===== src/rtl/bsf_pkg.sv =====
package bsf_pkg;
  localparam logic [7:0] SOF_BYTE   = 8'h7E;
  localparam logic [7:0] BCAST_ADDR = 8'hFF;
  localparam logic [7:0] T_CTRL     = 8'h01;
  localparam logic [7:0] T_RESP     = 8'h02;
  localparam logic [7:0] T_DATA     = 8'h03;
  localparam logic [7:0] C_QUERY    = 8'h10;
  localparam logic [7:0] C_UPGRADE  = 8'h20;
  localparam logic [7:0] C_FINISH   = 8'h30;
  localparam logic [7:0] C_RESTART  = 8'h40;
  localparam logic [7:0] C_RESUME   = 8'h41;
  localparam int         RESP_LEN   = 6;

  typedef enum logic [1:0] {
    MODE_QUERY   = 2'd0,
    MODE_UPGRADE = 2'd1,
    MODE_DONE    = 2'd2
  } modeT;

  // strobes from control to datapath
  typedef struct packed {
    logic clrFrame;
    logic capAddr;
    logic capType;
    logic capLen;
    logic capPay;
    logic addSum;
    logic rstIdx;
    logic incIdx;
    logic gapClr;
  } strobeT;
endpackage


===== src/rtl/bsf_datapath.sv =====
module bsf_datapath
  import bsf_pkg::*;
#(
  parameter logic [7:0] NODE_ID   = 8'h05,
  parameter int         BUF_DEPTH = 16,
  parameter int         GAP_W     = 16
) (
  input  logic             clk,
  input  logic             rstN,
  input  strobeT           stb,
  input  logic [7:0]       rxData,
  input  logic [GAP_W-1:0] gapLimit,
  input  logic [7:0]       respStatus,
  output logic             rxIsSof,
  output logic             rxIsZero,
  output logic             payLast,
  output logic             respLast,
  output logic             sumZero,
  output logic             addrOk,
  output logic             addrBcast,
  output logic             lenTooBig,
  output logic             lenZero,
  output logic             gapHit,
  output logic [7:0]       typeReg,
  output logic [7:0]       cmdByte,
  output logic [7:0]       wrData,
  output logic [7:0]       txData
);
  localparam int         AW     = (BUF_DEPTH > 1) ? $clog2(BUF_DEPTH) : 1;
  localparam logic [8:0] DEPTH9 = 9'(BUF_DEPTH);

  logic [7:0]       addrReg;
  logic [7:0]       lenReg;
  logic [7:0]       sumReg;
  logic [7:0]       idx;
  logic [GAP_W-1:0] gapCnt;
  logic [7:0]       payBuf [BUF_DEPTH];
  logic [7:0]       respCks;

  always_ff @(posedge clk or negedge rstN) begin
    if (!rstN) begin
      addrReg <= '0;
      typeReg <= '0;
      lenReg  <= '0;
      sumReg  <= '0;
      idx     <= '0;
      gapCnt  <= '0;
    end else begin
      if (stb.clrFrame)    sumReg <= '0;
      else if (stb.addSum) sumReg <= sumReg + rxData;
      if (stb.capAddr) addrReg <= rxData;
      if (stb.capType) typeReg <= rxData;
      if (stb.capLen)  lenReg  <= rxData;
      if (stb.rstIdx)      idx <= '0;
      else if (stb.incIdx) idx <= idx + 8'd1;
      if (stb.gapClr)      gapCnt <= '0;
      else if (!gapHit)    gapCnt <= gapCnt + 1'b1;
    end
  end

  // payload bytes beyond the buffer are not stored; the frame is dropped later
  always_ff @(posedge clk) begin
    if (stb.capPay && ({1'b0, idx} < DEPTH9)) payBuf[idx[AW-1:0]] <= rxData;
  end

  assign rxIsSof   = (rxData == SOF_BYTE);
  assign rxIsZero  = (rxData == 8'd0);
  assign payLast   = (idx == lenReg - 8'd1);
  assign respLast  = (idx == 8'(RESP_LEN - 1));
  assign sumZero   = (sumReg == 8'd0);
  assign addrBcast = (addrReg == BCAST_ADDR);
  assign addrOk    = (addrReg == NODE_ID) || addrBcast;
  assign lenTooBig = ({1'b0, lenReg} > DEPTH9);
  assign lenZero   = (lenReg == 8'd0);
  assign gapHit    = (gapCnt >= gapLimit);
  assign cmdByte   = payBuf[0];
  assign wrData    = payBuf[idx[AW-1:0]];
  assign respCks   = 8'h00 - (NODE_ID + T_RESP + 8'h01 + respStatus);

  always_comb begin
    case (idx)
      8'd0:    txData = SOF_BYTE;
      8'd1:    txData = NODE_ID;
      8'd2:    txData = T_RESP;
      8'd3:    txData = 8'h01;
      8'd4:    txData = respStatus;
      default: txData = respCks;
    endcase
  end
endmodule


===== src/rtl/bsf_control.sv =====
module bsf_control
  import bsf_pkg::*;
#(
  parameter int BIT_CYCLES = 8
) (
  input  logic       clk,
  input  logic       rstN,
  input  logic       rxValid,
  output logic       rxReady,
  output logic       txValid,
  input  logic       txReady,
  input  logic       txIdle,
  output logic       wrValid,
  input  logic       wrReady,
  output logic       dirTx,
  output logic [1:0] nodeMode,
  output logic       restartReq,
  output logic [7:0] respStatus,
  output strobeT     stb,
  input  logic       rxIsSof,
  input  logic       rxIsZero,
  input  logic       payLast,
  input  logic       respLast,
  input  logic       sumZero,
  input  logic       addrOk,
  input  logic       addrBcast,
  input  logic       lenTooBig,
  input  logic       lenZero,
  input  logic       gapHit,
  input  logic [7:0] typeReg,
  input  logic [7:0] cmdByte
);
  localparam int LEAD_W = $clog2(BIT_CYCLES + 1);

  typedef enum logic [3:0] {
    S_HUNT, S_ADDR, S_TYPE, S_LEN, S_PAY, S_CKS,
    S_EXEC, S_FWD, S_LEAD, S_SEND, S_DRAIN
  } stateT;

  stateT             state, stateNxt;
  modeT              mode, modeNxt;
  logic [7:0]        statusNxt;
  logic              restartNxt;
  logic              nak;
  logic              inFrame;
  logic              rxFire;
  logic              frameOk;
  logic [LEAD_W-1:0] leadCnt;
  stateT             replyOrHunt;

  assign inFrame     = (state == S_ADDR) || (state == S_TYPE) || (state == S_LEN) ||
                       (state == S_PAY)  || (state == S_CKS);
  assign rxReady     = (state == S_HUNT) || inFrame;
  assign rxFire      = rxValid && rxReady;
  assign dirTx       = (state == S_LEAD) || (state == S_SEND) || (state == S_DRAIN);
  assign nodeMode    = mode;
  assign frameOk     = sumZero && addrOk && !lenTooBig &&
                       ((typeReg == T_CTRL) || (typeReg == T_DATA));
  assign replyOrHunt = addrBcast ? S_HUNT : S_LEAD;

  always_comb begin
    stateNxt    = state;
    modeNxt     = mode;
    statusNxt   = respStatus;
    restartNxt  = 1'b0;
    nak         = 1'b1;
    stb         = '0;
    stb.gapClr  = !inFrame || rxFire;
    txValid     = 1'b0;
    wrValid     = 1'b0;
    case (state)
      S_HUNT: if (rxFire && rxIsSof) begin
        stb.clrFrame = 1'b1;
        stateNxt     = S_ADDR;
      end
      S_ADDR: if (rxFire) begin
        stb.capAddr = 1'b1; stb.addSum = 1'b1; stateNxt = S_TYPE;
      end else if (gapHit) stateNxt = S_HUNT;
      S_TYPE: if (rxFire) begin
        stb.capType = 1'b1; stb.addSum = 1'b1; stateNxt = S_LEN;
      end else if (gapHit) stateNxt = S_HUNT;
      S_LEN: if (rxFire) begin
        stb.capLen = 1'b1; stb.addSum = 1'b1; stb.rstIdx = 1'b1;
        stateNxt   = rxIsZero ? S_CKS : S_PAY;
      end else if (gapHit) stateNxt = S_HUNT;
      S_PAY: if (rxFire) begin
        stb.capPay = 1'b1; stb.addSum = 1'b1; stb.incIdx = 1'b1;
        if (payLast) stateNxt = S_CKS;
      end else if (gapHit) stateNxt = S_HUNT;
      S_CKS: if (rxFire) begin
        stb.addSum = 1'b1; stateNxt = S_EXEC;
      end else if (gapHit) stateNxt = S_HUNT;
      S_EXEC: begin
        stb.rstIdx = 1'b1;
        if (!frameOk) begin
          stateNxt = S_HUNT;
        end else if (typeReg == T_CTRL) begin
          if (!lenZero) begin
            case (cmdByte)
              C_QUERY:   begin nak = 1'b0; modeNxt = MODE_QUERY; end
              C_UPGRADE: begin nak = 1'b0; modeNxt = MODE_UPGRADE; end
              C_FINISH:  if (mode == MODE_UPGRADE) begin
                nak = 1'b0; modeNxt = MODE_DONE;
              end
              C_RESTART: if (mode == MODE_DONE) begin
                nak = 1'b0; modeNxt = MODE_QUERY; restartNxt = 1'b1;
              end
              C_RESUME:  if (mode == MODE_DONE) begin
                nak = 1'b0; modeNxt = MODE_QUERY;
              end
              default:   nak = 1'b1;
            endcase
          end
          statusNxt = {nak, 5'b0, modeNxt};
          stateNxt  = replyOrHunt;
        end else begin
          nak       = (mode != MODE_UPGRADE);
          statusNxt = {nak, 5'b0, mode};
          stateNxt  = (nak || lenZero) ? replyOrHunt : S_FWD;
        end
      end
      S_FWD: begin
        wrValid = 1'b1;
        if (wrReady) begin
          if (payLast) begin
            stb.rstIdx = 1'b1;
            stateNxt   = replyOrHunt;
          end else begin
            stb.incIdx = 1'b1;
          end
        end
      end
      S_LEAD: if (leadCnt == LEAD_W'(BIT_CYCLES - 1)) stateNxt = S_SEND;
      S_SEND: begin
        txValid = 1'b1;
        if (txReady) begin
          stb.incIdx = 1'b1;
          if (respLast) stateNxt = S_DRAIN;
        end
      end
      S_DRAIN: if (txIdle) stateNxt = S_HUNT;
      default: stateNxt = S_HUNT;
    endcase
  end

  always_ff @(posedge clk or negedge rstN) begin
    if (!rstN) begin
      state      <= S_HUNT;
      mode       <= MODE_QUERY;
      respStatus <= '0;
      restartReq <= 1'b0;
      leadCnt    <= '0;
    end else begin
      state      <= stateNxt;
      mode       <= modeNxt;
      respStatus <= statusNxt;
      restartReq <= restartNxt;
      leadCnt    <= (state == S_LEAD) ? leadCnt + 1'b1 : '0;
    end
  end

  p_restart_pulse_r7: assert property (@(posedge clk) disable iff (!rstN)
    restartReq |=> !restartReq);
  p_wr_verified_r8: assert property (@(posedge clk) disable iff (!rstN)
    wrValid |-> sumZero && addrOk);
  p_mode_legal_r6: assert property (@(posedge clk) disable iff (!rstN)
    nodeMode != 2'd3);
  p_rx_blocked_r14: assert property (@(posedge clk) disable iff (!rstN)
    (wrValid || txValid) |-> !rxReady);
endmodule


===== src/rtl/bus_slave_frame_handler.sv =====
module bus_slave_frame_handler
  import bsf_pkg::*;
#(
  parameter logic [7:0] NODE_ID    = 8'h05,
  parameter int         BUF_DEPTH  = 16,
  parameter int         BIT_CYCLES = 8,
  parameter int         GAP_W      = 16
) (
  input  logic             clk,
  input  logic             rstN,
  input  logic [GAP_W-1:0] gapLimit,
  input  logic [7:0]       rxData,
  input  logic             rxValid,
  output logic             rxReady,
  output logic [7:0]       txData,
  output logic             txValid,
  input  logic             txReady,
  input  logic             txIdle,
  output logic [7:0]       wrData,
  output logic             wrValid,
  input  logic             wrReady,
  output logic             dirTx,
  output logic [1:0]       nodeMode,
  output logic             restartReq
);
  strobeT     stb;
  logic [7:0] respStatus, typeReg, cmdByte;
  logic       rxIsSof, rxIsZero, payLast, respLast, sumZero;
  logic       addrOk, addrBcast, lenTooBig, lenZero, gapHit;

  bsf_control #(.BIT_CYCLES(BIT_CYCLES)) u_ctrl (
    .clk(clk), .rstN(rstN), .rxValid(rxValid), .rxReady(rxReady),
    .txValid(txValid), .txReady(txReady), .txIdle(txIdle),
    .wrValid(wrValid), .wrReady(wrReady), .dirTx(dirTx),
    .nodeMode(nodeMode), .restartReq(restartReq), .respStatus(respStatus),
    .stb(stb), .rxIsSof(rxIsSof), .rxIsZero(rxIsZero), .payLast(payLast),
    .respLast(respLast), .sumZero(sumZero), .addrOk(addrOk),
    .addrBcast(addrBcast), .lenTooBig(lenTooBig), .lenZero(lenZero),
    .gapHit(gapHit), .typeReg(typeReg), .cmdByte(cmdByte)
  );

  bsf_datapath #(.NODE_ID(NODE_ID), .BUF_DEPTH(BUF_DEPTH), .GAP_W(GAP_W)) u_dp (
    .clk(clk), .rstN(rstN), .stb(stb), .rxData(rxData), .gapLimit(gapLimit),
    .respStatus(respStatus), .rxIsSof(rxIsSof), .rxIsZero(rxIsZero),
    .payLast(payLast), .respLast(respLast), .sumZero(sumZero),
    .addrOk(addrOk), .addrBcast(addrBcast), .lenTooBig(lenTooBig),
    .lenZero(lenZero), .gapHit(gapHit), .typeReg(typeReg),
    .cmdByte(cmdByte), .wrData(wrData), .txData(txData)
  );

  p_tx_hold_r4: assert property (@(posedge clk) disable iff (!rstN)
    txValid && !txReady |=> txValid && $stable(txData));
  p_wr_hold_r8: assert property (@(posedge clk) disable iff (!rstN)
    wrValid && !wrReady |=> wrValid && $stable(wrData));
  p_dir_release_r11: assert property (@(posedge clk) disable iff (!rstN)
    $fell(dirTx) |-> $past(txIdle));
endmodule


===== config.mk =====
export PLATFORM = sky130hd
export DESIGN_NAME = bus_slave_frame_handler
export DESIGN_NICKNAME = d
export VERILOG_FILES = /design/src/rtl/bsf_pkg.sv /design/src/rtl/bsf_datapath.sv /design/src/rtl/bsf_control.sv /design/src/rtl/bus_slave_frame_handler.sv
export SDC_FILE = /design/constraint.sdc
export NUM_CORES = 1
export LEC_CHECK = 0
export BUFFER_PORTS_ARGS = -buffer_cell sky130_fd_sc_hd__buf_2
export CORE_MARGIN = 3
export CORE_UTILIZATION = 40
export DETAILED_ROUTE_END_ITERATION = 12
export PLACE_DENSITY = 0.57
export SLEW_MARGIN = 20
export SYNTH_ARGS = -nofsm -noshare
export SYNTH_HDL_FRONTEND = slang
export SYNTH_SLANG_ARGS = --single-unit

===== constraint.sdc =====
create_clock -name clk -period 3.2 [get_ports clk]
set_input_delay 0.96 -clock clk [delete_from_list [all_inputs] [get_ports clk]]
set_output_delay 0.96 -clock clk [all_outputs]
set_load 0.005 [all_outputs]

======== Yosys cells after proc, flatten, opt, wreduce, memory -nomap -nowiden ========
Memory sizes are Yosys's and may differ from the RTL's.
Cells that the tools add are included.
storage, ports and cells
  register bits after elaboration ......... 75
  memory bits (writable) .................. 128
  input bits .............................. 30
  memories kept ........................... 1
memory list
  memory       words  bits a word  rd ports  clocked after Yosys merged registers in  wr ports  line                RTL
  u_dp.payBuf  16     8            2         0                                        1         bsf_datapath.sv:37  logic [7:0] payBuf [BUF_DEPTH];
operators by class
  add/subtract/negate cells ............... 7
  $lt $le $gt $ge ......................... 3
  equality and inequality tests ........... 39
  mux-type cells .......................... 62
  reductions and logical operators ........ 32
operators with widths
  operator                                              number
  2-to-1 mux 4 bit                                      19
  case mux 4 bit (11 select lines)                      1
  2-to-1 mux 8 bit                                      5
  case mux 8 bit (5 select lines)                       1
  logical NOT 8 bit                                     4
  2-to-1 mux 16 bit                                     2
  equality test 8 x 2 -> 1 bit (second input constant)  3
  equality test 8 x 3 -> 1 bit (second input constant)  3
  equality test 8 x 7 -> 1 bit (second input constant)  3
  2-to-1 mux 1 bit                                      24
  equality test 4 x 3 -> 1 bit (second input constant)  5
  adder 16 x 1 -> 16 bit (second input constant)        1
  equality test 8 x 1 -> 1 bit (second input constant)  2
  equality test 8 x 6 -> 1 bit (second input constant)  2
  greater-or-equal comparator 16 bit                    1
  != test 2 bit (second input constant)                 7
  equality test 4 bit (second input constant)           3
  case mux 1 bit (3 select lines)                       4
  logical OR 1 bit                                      11
  2-to-1 mux 2 bit                                      5
  adder 4 x 8 -> 8 bit (first input constant)           1
  adder 8 x 1 -> 8 bit (second input constant)          1
  adder 8 bit                                           1
  equality test 4 x 2 -> 1 bit (second input constant)  2
  23 further kinds                                      32

======== Depth between registers and ports, before layout ========
  depth in word-level cells ............... 12
  depth in mapped cells ................... 11
  depth with buffers taken out ............ 9

======== Modules after synthesis ========
A second synthesis with hierarchy kept.
second synthesis, totals
  cell total of the unflattened synthesis .. 769
  area total of the unflattened synthesis .. 9899.5 µm²
modules (own cells, without submodules)
  module        instances  cells each  area each (µm²)  sequential area each (µm²)
  bsf_datapath  1          628         8744.6           5245.0
  bsf_control   1          141         1154.9           350.3

======== Least setup slack after synthesis ========
Ideal clock, no wire load.
  path type ............................... input to register
  from .................................... input port gapLimit[9]
  to ...................................... register u_dp.gapCnt[14]
  setup time .............................. 0.078 ns
  data arrival time ....................... 2.930 ns
  data required time ...................... 3.122 ns
  slack ................................... 0.192 ns
  stages on the path ...................... 10
  buffers on the path ..................... 1
  path through ............................ inv_1 ha_1 a21o_1 a21o_1 a221oi_1 o21ai_1 a21o_1 clkbuf_1 or4_1 a21oi_1
on the way
  word-level cells in the longest chain between the ends .. 2
ends and longest elaborated chain
  element                             line                           RTL
  start: declaration                  bus_slave_frame_handler.sv:11  input logic [GAP_W-1:0] gapLimit,
  greater-or-equal comparator 16 bit  bsf_datapath.sv:75             assign gapHit = (gapCnt >= gapLimit);
  != test 2 bit (no source line)      --
  end signal: assignment              bsf_datapath.sv:57             else if (!gapHit) gapCnt <= gapCnt + 1'b1;
  end: declaration                    bsf_datapath.sv:36             logic [GAP_W-1:0] gapCnt;
No other way between the ends.
A chain may end at the register's enable or synchronous reset.

======== Worst setup path in the final report ========
  from .................................... register u_dp.idx[0]
  to ...................................... output port wrData[6]
on the way
  word-level cells in the longest chain between the ends .. 1
ends and longest elaborated chain
  element                   line                           RTL
  start: declaration        bsf_datapath.sv:35             logic [7:0] idx;
  start signal: assignment  bsf_datapath.sv:55             else if (stb.incIdx) idx <= idx + 8'd1;
  memory (16 x 8 bit)       --
  end: declaration          bus_slave_frame_handler.sv:19  output logic [7:0] wrData,
No other way between the ends.

==> results.toml <==
[status]
run_status = "complete, but fails checks"
violations = "setup timing"

[synthesis]
synthTopCellsByArea = "edfxtp_1, dfrtp_1, mux4_2, ha_1, mux2_2"
synthFlopType = "edfxtp_1"
synth-seq-cells = 198
synth_edf_count = 128
ys_seq_area_share_pct = 58.1
synth_area_leader_cell = "edfxtp_1"
synthArstFlopShare_pct = 35.4
synth_top_area_share_pct = 39.9
syn_nets = 785
yosysWarnings = 0
synth_area_per_cell_um2 = 13.3
synthesis.area_um2 = 9630
netlist-cell-type-count = 66
syn_inst = 722

[worst_setup_path]
cp-start-kind = "flip-flop"
crit_type = "flip-flop to output pin"
path_depth = 4
cpMaxStageDelayCell = "mux4_2"
required_ps = 2240
path_cells = "buf_12 -> mux4_2 -> mux4_2 -> buf_2"
setup.worst_path.end_class = "output pin"
cp_max_fo = 11
r2r_start = "u_dp.lenReg[0]$_DFFE_PN0P_"
worst-path-buf-inv = 2
crit_top_cell = "mux4_2"
path_delay_family = "multiplexers"
critPathMaxStageDelay_ps = 580
cp.arrival_ps = 2300
crit_start = "u_dp.idx[0]$_DFFE_PN0P_"
rr_worst_depth = 9

[finish]
mostFrequentLayoutCell = "edfxtp_1"
final_cell_mix = "edfxtp_1, dfrtp_1, buf_2"
nNetsFinal = 879
antenna_cells = 0
layout-drive-gt1-share_pct = 27.1
fill_cells = 2101
fin_util_pct = 47.8
area_growth_pct = 17.0

[sta]
finalHoldViolations = 0
period_needed_ps = 3260
fin_crit_sh_pct = 102
setup_viol = 8
setup_slack_ps = -63.9
skew_ps = 12.8
max_freq_mhz = 306
slew_viol_final = 0
fin_setup_tns_ps = -378
rsz0062_at_grt = "yes"
relSlewSlack_pct = 49.4
holdWs_ps = 471
tightest_slew_ps = 740

[grt]
grt_max_degree = 71
grtUsageMet1_pct = 25.1
grt_pass1_vias = 6606
grt_pass1_wl_um = 37900
grt.overflow.total = 0
grt.met3_usage_pct = 4.41
grt-busiest-layer = "met2"
gr-usage-all-layers_pct = 19.0
grtUsageMet2_pct = 31.5
antenna_found_initial = 0

[drt]
drt_pre_antenna_iters = 5
routedWlPerCell_um = 20.8
drt_iter0_markers = 568
routed_via_density = 5.65
drc = 0
postRouteAntennaNets = 0
vias = 6484
wl_um = 23900

[cts]
numCtsBuffers = 17
clk_latency_ps = 440
cts_tree = "built"
cts-hold-fix-buffers = 0
clk_pin_slew_ps = 70
htreeDepth = 4
cts.sink_count = 198
cts_buffer_depth = 2
root_buffer = "clkbuf_16"

[worst_hold_path]
worstHoldPathType = "flip-flop to flip-flop"
hold_depth = 1
hp-start = "u_ctrl.leadCnt[0]$_DFF_PN0_"

[floorplan]
coreArea_um2 = 23500
initial_core_util_pct = 40.9
die_h_um = 161
pin_count = 53
die_area_um2 = 26000
fp.dieW_um = 161
row_count = 56

[flow_run]
maxCapViolCount = 0

[placed_design]
hpwl_um = 16800
io_buffers = 52
place_congestion = 0.886
pre_cts_ws_ps = 7.59

[power]
clockPowerShare_pct = 24.4
power_density_nw_per_um2 = 744
seq_power_share_pct = 40.0
p_sw_uw = 2860
p_leak_uw = 0.00429
p_int_uw = 5510
comb_power_share_pct = 35.6
ir_worst_vdd_v = 0.000307
switching_share_pct = 34.2
==> final cells by class <==
class / instances / area [µm²] / share of cell area (%)
flip-flops and latches: 198 / 5600 / 49.7
multi-input cells: 456 / 3790 / 33.6
repair buffers: 103 / 758 / 6.73
clock buffers: 17 / 425 / 3.78
well taps: 319 / 399 / 3.54
inverters: 40 / 154 / 1.37
clock inverters: 15 / 139 / 1.23
==> path summary, 6_finish.rpt <==
kind	end	slack [ps]
max in group asynchronous	u_dp.lenReg[5]$_DFFE_PN0P_	2320
worst max-delay path	wrData[6]	-60
worst min register to register	u_ctrl.leadCnt[0]$_DFF_PN0_	470
worst min-delay path	u_ctrl.leadCnt[0]$_DFF_PN0_	470
worst max register to register	u_ctrl.state[1]$_DFFE_PN0P_	530
min in group asynchronous	u_ctrl.respStatus[0]$_DFFE_PN0P_	540
==> layer usage <==
metal	up-vias	routed length (µm)
li1	2958	-
met1	3345	10400
met2	150	11900
met3	31	1190
met4	0	515
met5	-	0
==> cell families after synthesis <==
| group | after synthesis | share of synthesized area (%) |
|---|---|---|
| AND/OR/NAND/NOR | 206 | 11.1 |
| XOR/XNOR | 22 | 2.00 |
| AO/OA/AOI/OAI | 131 | 9.38 |
| adder cells (fa/ha/maj) | 33 | 4.37 |
| buffers and inverters | 68 | 2.92 |
| multiplexers | 64 | 12.1 |
| flip-flops | 198 | 58.1 |
==> cells in the mapped netlist (all sizes together), types with 10 or more instances <==
cell type and count:
ha 32, nand2 47, a21oi 34, a21o 12, nand3 23, dfrtp 70
or3 14, nand4 12, inv 40, buf 14, o21ai 32, mux4 40
nor2 47, mux2 21, nor3 13, a22o 10, edfxtp 128, xnor2 15
clkbuf 14
==> power by group through the flow <==
stage | registers (µW) | logic (µW) | clock network (µW)
after floorplan | 3230 | 2030 | 0
after global placement | 3370 | 2720 | 0
after detailed placement | 3380 | 2800 | 0
after CTS | 3330 | 2940 | 2080
after global routing | 3400 | 3260 | 2190
final | 3350 | 2980 | 2050
==> state kept, by name, summed over array words and instances (netlist names), 8 cells and up <==
signal and flops:
u_dp.addrReg 8, u_dp.sumReg 8, u_dp.payBuf 128, u_dp.typeReg 8
u_dp.idx 8, u_dp.lenReg 8, u_dp.gapCnt 16
==> what timing repair did <==
action	in CTS	in global routing
pin swaps	1	4
cloned	2	0
gates resized for setup	3	13
endpoints found under the hold margin	0	0
setup endpoints to repair	16	16
setup buffers	5	3
==> stage by stage <==
stage,instances,instance area [µm²],power (µW)
6_report,1148,11300,8380
5_1_grt,1148,11300,8860
4_1_cts,1145,11200,8350
3_5_place_dp,1106,10500,6180
3_3_place_gp,1106,10500,6080
2_1_floorplan,722,9630,5260
No activity file was read; power rests on OpenSTA's default activity.
